--- config.mk ---
export PLATFORM = sky130hd
export DESIGN_NAME = resp_compactor
export DESIGN_NICKNAME = d
export VERILOG_FILES = /design/src/rtl/rc_pkg.sv /design/src/rtl/rc_counters.sv /design/src/rtl/rc_sig.sv /design/src/rtl/rc_judge.sv /design/src/rtl/resp_compactor.sv
export SDC_FILE = /design/constraint.sdc
export NUM_CORES = 1
export LEC_CHECK = 0
export BUFFER_PORTS_ARGS = -buffer_cell sky130_fd_sc_hd__buf_4
export CORE_ASPECT_RATIO = 1.1
export CORE_MARGIN = 3
export CORE_UTILIZATION = 30
export DETAILED_ROUTE_END_ITERATION = 8
export SLEW_MARGIN = 10
export SYNTH_ARGS = -nofsm -noshare
export SYNTH_HDL_FRONTEND = slang
export SYNTH_SLANG_ARGS = --single-unit
--- constraint.sdc ---
create_clock -name clk -period 1.7 [get_ports clk]
set_clock_uncertainty 0.2 [all_clocks]
set_input_delay 0.17 -clock clk [delete_from_list [all_inputs] [get_ports clk]]
set_output_delay 0.17 -clock clk [all_outputs]
set_load 0.03 [all_outputs]
--- src/rtl/rc_pkg.sv ---
`timescale 1ns/1ps
package rc_pkg;
  localparam int CMP_N     = 3;
  localparam int CMP_ONES  = 0;
  localparam int CMP_TRANS = 1;
  localparam int CMP_SIG   = 2;
  typedef logic [CMP_N-1:0] cmp_sel_t;
endpackage

--- src/rtl/rc_counters.sv ---
`timescale 1ns/1ps
module rc_counters #(
  parameter int CNT_W = 4
) (
  input  logic             clk,
  input  logic             rst,
  input  logic             start,
  input  logic             step,
  input  logic             bit_in,
  output logic [CNT_W-1:0] ones_q,
  output logic [CNT_W-1:0] ones_d,
  output logic [CNT_W-1:0] trans_q,
  output logic [CNT_W-1:0] trans_d
);
  logic prev_q;
  logic seen_q;

  always_comb begin
    ones_d  = ones_q;
    trans_d = trans_q;
    if (start) begin
      ones_d  = '0;
      trans_d = '0;
    end else if (step) begin
      ones_d = ones_q + CNT_W'(bit_in);
      if (seen_q && (bit_in != prev_q))
        trans_d = trans_q + CNT_W'(1);
    end
  end

  always_ff @(posedge clk) begin
    if (rst) begin
      ones_q  <= '0;
      trans_q <= '0;
      prev_q  <= 1'b0;
      seen_q  <= 1'b0;
    end else begin
      ones_q  <= ones_d;
      trans_q <= trans_d;
      if (start) begin
        seen_q <= 1'b0;
        prev_q <= 1'b0;
      end else if (step) begin
        seen_q <= 1'b1;
        prev_q <= bit_in;
      end
    end
  end

  // start clears both counters
  a_r1_cnt_clear: assert property (@(posedge clk) disable iff (rst)
    start |=> (ones_q == '0 && trans_q == '0));
  // each valid bit adds its value to the ones count
  a_r2_ones_step: assert property (@(posedge clk) disable iff (rst)
    (step && !start) |=> ones_q == $past(ones_q) + CNT_W'($past(bit_in)));
  // the first bit after a clear never counts as a transition
  a_r3_first_bit: assert property (@(posedge clk) disable iff (rst)
    start ##1 (step && !start) |=> trans_q == '0);
  // idle cycles keep both counts
  a_r6_cnt_idle: assert property (@(posedge clk) disable iff (rst)
    (!step && !start) |=> ($stable(ones_q) && $stable(trans_q)));
endmodule

--- src/rtl/rc_sig.sv ---
`timescale 1ns/1ps
module rc_sig #(
  parameter int               SIG_W = 4,
  parameter logic [SIG_W-1:0] POLY  = SIG_W'(3)
) (
  input  logic             clk,
  input  logic             rst,
  input  logic             start,
  input  logic             step,
  input  logic             multi,
  input  logic [SIG_W-1:0] lanes,
  output logic [SIG_W-1:0] sig_q,
  output logic [SIG_W-1:0] sig_d
);
  localparam int TOP = SIG_W - 1;

  logic [SIG_W-1:0] feed;
  logic [SIG_W-1:0] shifted;

  assign feed[0] = lanes[0];

  for (genvar i = 0; i < SIG_W; i++) begin : g_stage
    if (i == 0) begin : g_low
      assign shifted[i] = POLY[i] & sig_q[TOP];
    end else begin : g_up
      assign shifted[i] = sig_q[i-1] ^ (POLY[i] & sig_q[TOP]);
      assign feed[i]    = multi & lanes[i];
    end
  end

  always_comb begin
    if (start)     sig_d = '0;
    else if (step) sig_d = shifted ^ feed;
    else           sig_d = sig_q;
  end

  always_ff @(posedge clk) begin
    if (rst) sig_q <= '0;
    else     sig_q <= sig_d;
  end

  // start clears the signature
  a_r1_sig_clear: assert property (@(posedge clk) disable iff (rst)
    start |=> sig_q == '0);
  // idle cycles keep the signature
  a_r6_sig_idle: assert property (@(posedge clk) disable iff (rst)
    (!step && !start) |=> $stable(sig_q));
  // a zero bit into an empty register leaves it empty in serial mode
  a_r4_zero_in: assert property (@(posedge clk) disable iff (rst)
    (step && !start && !multi && !lanes[0] && sig_q == '0) |=> sig_q == '0);
endmodule

--- src/rtl/rc_judge.sv ---
`timescale 1ns/1ps
module rc_judge
  import rc_pkg::*;
#(
  parameter int CNT_W = 4,
  parameter int SIG_W = 4
) (
  input  logic             clk,
  input  logic             rst,
  input  logic             start,
  input  logic             fin,
  input  logic [CNT_W-1:0] ones_d,
  input  logic [CNT_W-1:0] trans_d,
  input  logic [SIG_W-1:0] sig_d,
  input  logic [CNT_W-1:0] gold_ones,
  input  logic [CNT_W-1:0] gold_trans,
  input  logic [SIG_W-1:0] gold_sig,
  input  cmp_sel_t         sel,
  output logic             done,
  output logic             mismatch
);
  logic [CMP_N-1:0] diff;
  logic             miss_d;

  assign diff[CMP_ONES]  = (ones_d  != gold_ones);
  assign diff[CMP_TRANS] = (trans_d != gold_trans);
  assign diff[CMP_SIG]   = (sig_d   != gold_sig);
  assign miss_d          = |(diff & sel);

  always_ff @(posedge clk) begin
    if (rst) begin
      done     <= 1'b0;
      mismatch <= 1'b0;
    end else begin
      done <= fin;
      if (start)    mismatch <= 1'b0;
      else if (fin) mismatch <= miss_d;
    end
  end

  // done only follows a closing bit
  a_r7_done_cause: assert property (@(posedge clk) disable iff (rst)
    done |-> $past(fin));
  // with nothing selected the flag stays clear
  a_r8_sel_none: assert property (@(posedge clk) disable iff (rst)
    (done && $past(sel) == '0) |-> !mismatch);
  // flag holds between runs
  a_r8_hold: assert property (@(posedge clk) disable iff (rst)
    (!done && !$past(start)) |-> $stable(mismatch));
endmodule

--- src/rtl/resp_compactor.sv ---
`timescale 1ns/1ps
module resp_compactor
  import rc_pkg::*;
#(
  parameter int               CNT_W = 4,
  parameter int               SIG_W = 4,
  parameter logic [SIG_W-1:0] POLY  = SIG_W'(3)
) (
  input  logic             clk,
  input  logic             rst,
  input  logic             start,
  input  logic             in_valid,
  input  logic             in_last,
  input  logic             multi_mode,
  input  logic [SIG_W-1:0] resp_in,
  input  logic [CNT_W-1:0] gold_ones,
  input  logic [CNT_W-1:0] gold_trans,
  input  logic [SIG_W-1:0] gold_sig,
  input  logic [CMP_N-1:0] cmp_sel,
  output logic [CNT_W-1:0] ones_cnt,
  output logic [CNT_W-1:0] trans_cnt,
  output logic [SIG_W-1:0] signature,
  output logic             done,
  output logic             mismatch
);
  logic             step;
  logic             fin;
  logic [CNT_W-1:0] ones_d;
  logic [CNT_W-1:0] trans_d;
  logic [SIG_W-1:0] sig_d;

  assign step = in_valid & ~start;
  assign fin  = step & in_last;

  rc_counters #(.CNT_W(CNT_W)) u_cnt (
    .clk(clk), .rst(rst), .start(start), .step(step), .bit_in(resp_in[0]),
    .ones_q(ones_cnt), .ones_d(ones_d), .trans_q(trans_cnt), .trans_d(trans_d)
  );

  rc_sig #(.SIG_W(SIG_W), .POLY(POLY)) u_sig (
    .clk(clk), .rst(rst), .start(start), .step(step), .multi(multi_mode),
    .lanes(resp_in), .sig_q(signature), .sig_d(sig_d)
  );

  rc_judge #(.CNT_W(CNT_W), .SIG_W(SIG_W)) u_judge (
    .clk(clk), .rst(rst), .start(start), .fin(fin),
    .ones_d(ones_d), .trans_d(trans_d), .sig_d(sig_d),
    .gold_ones(gold_ones), .gold_trans(gold_trans), .gold_sig(gold_sig),
    .sel(cmp_sel), .done(done), .mismatch(mismatch)
  );

  // a start cycle discards its bit, results are zero afterwards
  a_r10_start_wins: assert property (@(posedge clk) disable iff (rst)
    (start && in_valid) |=> (ones_cnt == '0 && signature == '0 && !done));
endmodule

After elaboration in Yosys (flattened, before gate mapping)
Index checks and enable logic that the tools add are counted.

word-level totals
  word-level logic and storage cells = 32
  output and inout port bits = 14
  bits in registers = 16
  input bits = 25

cells by class
  bitwise operators = 9
  eq/ne operators = 4
  reduce and logical (&&, ||, !) cells = 3
  add/sub/neg operators = 2
  multiplexer cells = 7

operator list
  kind                   number
  $mux W4                7
  $ne A4 B4 Y1           3
  $and A1 B1 Y1          5
  $add A4 B1 Y4          1
  $add A4 B1 Y4 const B  1
  $xor A4 B4 Y4          1
  $and A3 B3 Y3          1
  $reduce_or A3 Y1       1
  $reduce_or A2 Y1       1
  $logic_and A1 B1 Y1    1
  $ne A1 B1 Y1           1
  $not A1 Y1             1
  $xor A1 B1 Y1          1

Longest topological paths before layout
  depth after elaboration = 8
  mapped depth = 9

Hierarchy
Synthesis repeated with hierarchy kept, for this count alone.

second synthesis, totals
  cells, all modules = 109
  area total of the unflattened synthesis = 992.2 µm²

by module, submodules not included
  module          cells an instance  area an instance (µm²)  instances
  rc_counters     59                 526.8                   1
  rc_sig          27                 251.5                   1
  rc_judge        21                 198.9                   1
  resp_compactor  2                  15.0                    1

Least setup slack after synthesis
No wires, ideal clock.

  path kind = reg-to-reg
  from = reg u_cnt.ones_q[0]
  to = reg u_judge.mismatch
  stages on the path, launching flop included = 10
  path slack = -345 ps
  clock period less this slack = 2,045 ps
  library setup time = 131 ps
  required time = 1,369 ps
  arrival time = 1,714 ps
  cell sequence = dfxtp_1 -> ha_1 -> ha_1 -> nand2_1 -> xor2_1 -> xnor2_1 -> nor4_1 -> a31oi_1 -> o21ai_0 -> o311ai_1

on the way
  cells in the longest elaborated chain, start to end = 6

ends and longest elaborated chain
  what                      line               source
  start: declaration        rc_counters.sv:10  output logic [CNT_W-1:0] ones_q,
  start signal: assignment  rc_counters.sv:38  ones_q <= ones_d;
  $add A4 B1 Y4             rc_counters.sv:25  ones_d = ones_q + CNT_W'(bit_in);
  $mux W4 *                 rc_counters.sv:24  end else if (step) begin
  $mux W4 *                 rc_counters.sv:21  if (start) begin
  $ne A4 B4 Y1 *            rc_judge.sv:25     assign diff[CMP_ONES] = (ones_d != gold_ones);
  $and A3 B3 Y3 *           rc_judge.sv:28     assign miss_d = |(diff & sel);
  $reduce_or A3 Y1 *        rc_judge.sv:28
  end signal: assignment    rc_judge.sv:37     else if (fin) mismatch <= miss_d;
  end: declaration          rc_judge.sv:20     output logic mismatch

Every way passes the cells marked *; elsewhere a longest branch is shown, timed or not.
A chain may end at the register's enable or synchronous reset.

Worst setup path after layout
  from = reg u_cnt.prev_q
  to = reg u_judge.mismatch

on the way
  cells in the longest elaborated chain, start to end = 8

ends and longest elaborated chain
  what                      line               source
  start: declaration        rc_counters.sv:15  logic prev_q;
  start signal: assignment  rc_counters.sv:45  prev_q <= bit_in;
  $ne A1 B1 Y1              rc_counters.sv:26  if (seen_q && (bit_in != prev_q))
  $logic_and A1 B1 Y1       rc_counters.sv:26
  $mux W4                   rc_counters.sv:26
  $mux W4                   rc_counters.sv:24
  $mux W4                   rc_counters.sv:21
  $ne A4 B4 Y1              rc_judge.sv:26     assign diff[CMP_TRANS] = (trans_d != gold_trans);
  $and A3 B3 Y3             rc_judge.sv:28
  $reduce_or A3 Y1          rc_judge.sv:28

Every way passes these cells.

==> metrics.cfg <==
[drt]
wire_per_inst_microns = 12.9
dr.pass1.iters = 4
ant_nets = 0
num_vias = 1032
drtIter0Drc = 17
drc = 0
vias_per_cell = 4.89
wl_mm = 2.72

[critical_path]
critical_path.top_delay_family = simple AND/OR/NAND/NOR gates
path_cells = xnor2_4 -> buf_6 -> nor2_4 -> mux2i_2 -> xnor2_1 -> nor4b_1 -> o311ai_1
worst-path-buf-inv = 1
cp_max_fo = 4
reg2regPathDepth = 7
critical_path_required_ns = 1.67
critPathLaunchType = register
slowest_delay_ns = 0.37
crit_type = reg -> reg
worstSetupEndpointType = register
regToRegSetupSlack_ns = -0.21
crit_arrival_ns = 1.89
cp_slowest_cell = dfxtp_4
crit_cells = 7

[cts]
cts.clk_slew.worst_paths_ns = 0.10
cts.htree.levels = 1
cts_tree = done
clock-sinks = 16
clockRootBuffer = clkbuf_4
cts_buffers = 3
clk_latency_ns = 0.29
cts_max_path_buffers = 2

[die]
start_util = 0.332
die_area_sq_mm = 0.00393
die_h_microns = 65.4
rows = 20
io-pin-count = 39
die_x_microns = 60.0
coreArea_sq_mm = 0.00290

[global_route]
grt_use_total = 0.150
antenna_found_initial = 0
grt_pass1_vias = 1015
grt_max_degree = 16
grt.overflow.total = 0
grt_first_pass_wirelength_mm = 4.53

[timing]
hold_viol = 0
grt_setup_unrepaired = yes
maxSlewHeadroom = 0.778
worst_slew_pin_slew_ns = 0.330
slew_viol_final = 0
fin_crit_ns = 1.91
finalSetupViolations = 1
max_freq_mhz = 523
finalCritPeriodShare = 1.13
timing.hold.ws_ns = 0.0350
finalWorstSetupSlack_ns = -0.213

[hold_path]
hold_path_class = in -> reg
holdPathStages = 3

[yosys]
synth_most_common_cell = nor2_1
yosysTopAreaCell = dfxtp_1
ys_types = 33
synth.top_cell.area_share = 0.332
syn_avg_cell_area_sq_um = 8.60
synthCells = 112
async_reset_ff_frac = 0
ys_seq_elements = 16
syn_area_sq_um = 963
yosysWarnings = 0
synthTopCellsByArea = dfxtp_1 33%, nor2_1 8.2%, xnor2_1 8.2%
synth_common_cells = 21 x nor2_1, 16 x dfxtp_1, 9 x xnor2_1, 7 x xor2_1
synth_nets = 140
yosysSeqAreaShare = 0.332
synth_flop_cell = dfxtp_1
synth_edf_count = 0

[power]
p_leak_uw = 0.000720
vdd_ir_drop_max_mv = 0.534
cellPowerDensity_mw_per_mm2 = 530
power_uw = 887

[placed_design]
finalWeightedCongestion = 0.752
post-place-cells = 197
dp_hpwl_mm = 2.03
io_buffers = 38

[final_layout]
drive_above_1_share = 0.539
syn_to_final_growth_pct = 73.6
fin_cells = 211
antenna_cells = 0
utilization = 0.576
fin_nets = 207

[flow_run]
maxCapViolCount = 0

[outcome]
status = complete, but fails checks
violations = setup timing

[cell families after synthesis]
family / synth area share
compound gates: 0.139
xor+xnor: 0.179
fa+ha+maj: 0.0390
buf+inv: 0.0273
flops: 0.332
mux: 0.0520
simple gates: 0.231
[worst min-delay path, cell delays in order]
cell and delay, ns:
buf_4 0.14, mux2i_1 0.09, nor2_1 0.09
[area by class of cell]
cell class                      count  area (sq um)
Fill cell                         253          1230
Multi-Input combinational cell     90           718
Timing Repair Buffer               66           531
Sequential cell                    16           339
Tap cell                           33          41.3
Clock buffer                        4          36.3
Inverter                            2          7.51
[flip-flops by register name, summed over array words and instances (netlist names)]
| register | flops |
|---|---|
| u_cnt.ones_q | 4 |
| u_judge.done | 1 |
| u_cnt.trans_q | 4 |
| u_judge.mismatch | 1 |
| u_cnt.seen_q | 1 |
| u_cnt.prev_q | 1 |
| u_sig.sig_q | 4 |
[metrics by stage]
stage | instance area [sq um] | setup TNS (ns) | worst slack (ns)
after floorplan | 1020 | -0.176 | -0.176
after global placement | 1470 | -0.261 | -0.261
after detailed placement | 1470 | -0.266 | -0.266
after CTS | 1660 | -0.220 | -0.188
after global routing | 1670 | -0.304 | -0.304
final | 1670 | -0.213 | -0.213
[final timing paths]
check               startpoint                to
setup / recovery  u_cnt.prev_q  u_judge.mismatch
hold / removal      resp_in[0]      u_cnt.prev_q
setup reg to reg  u_cnt.prev_q  u_judge.mismatch
hold reg to reg   u_cnt.seen_q      u_cnt.seen_q
[cells in the final DEF, fill, tap and decap left out, types with 3 or more instances in the layout]
cell	netlist	layout
clkbuf_4	0	3
a21oi_1	4	4
nand3_1	3	3
mux2i_1	5	4
xnor2_1	9	9
buf_6	0	4
dfxtp_2	0	9
nand2_1	5	4
xor2_1	7	5
nor2_1	21	19
dlygate4sd3_1	0	3
nand3b_1	3	3
dfxtp_1	16	5
buf_4	0	58
[per-layer routing]
metal	global-route usage	part of all wire	vias up
met5	0	0	-
met4	0.0222	0.0033	0
met3	0.0354	0.049	2
met2	0.272	0.54	28
met1	0.179	0.41	474
li1	-	-	528
[power by group]
group,internal [uW],switching [uW],total (uW)
registers,383,8.84,392
logic,130,105,235
clock network,130,129,260
[repair_timing]
action,CTS,global route
hold endpoints to repair,5,0
endpoints found under the setup margin,1,2
resized for setup,18,4
hold buffers,3,0
pin swaps,13,8
buffers inserted,7,3
Power figures use the tool's default switching activity.
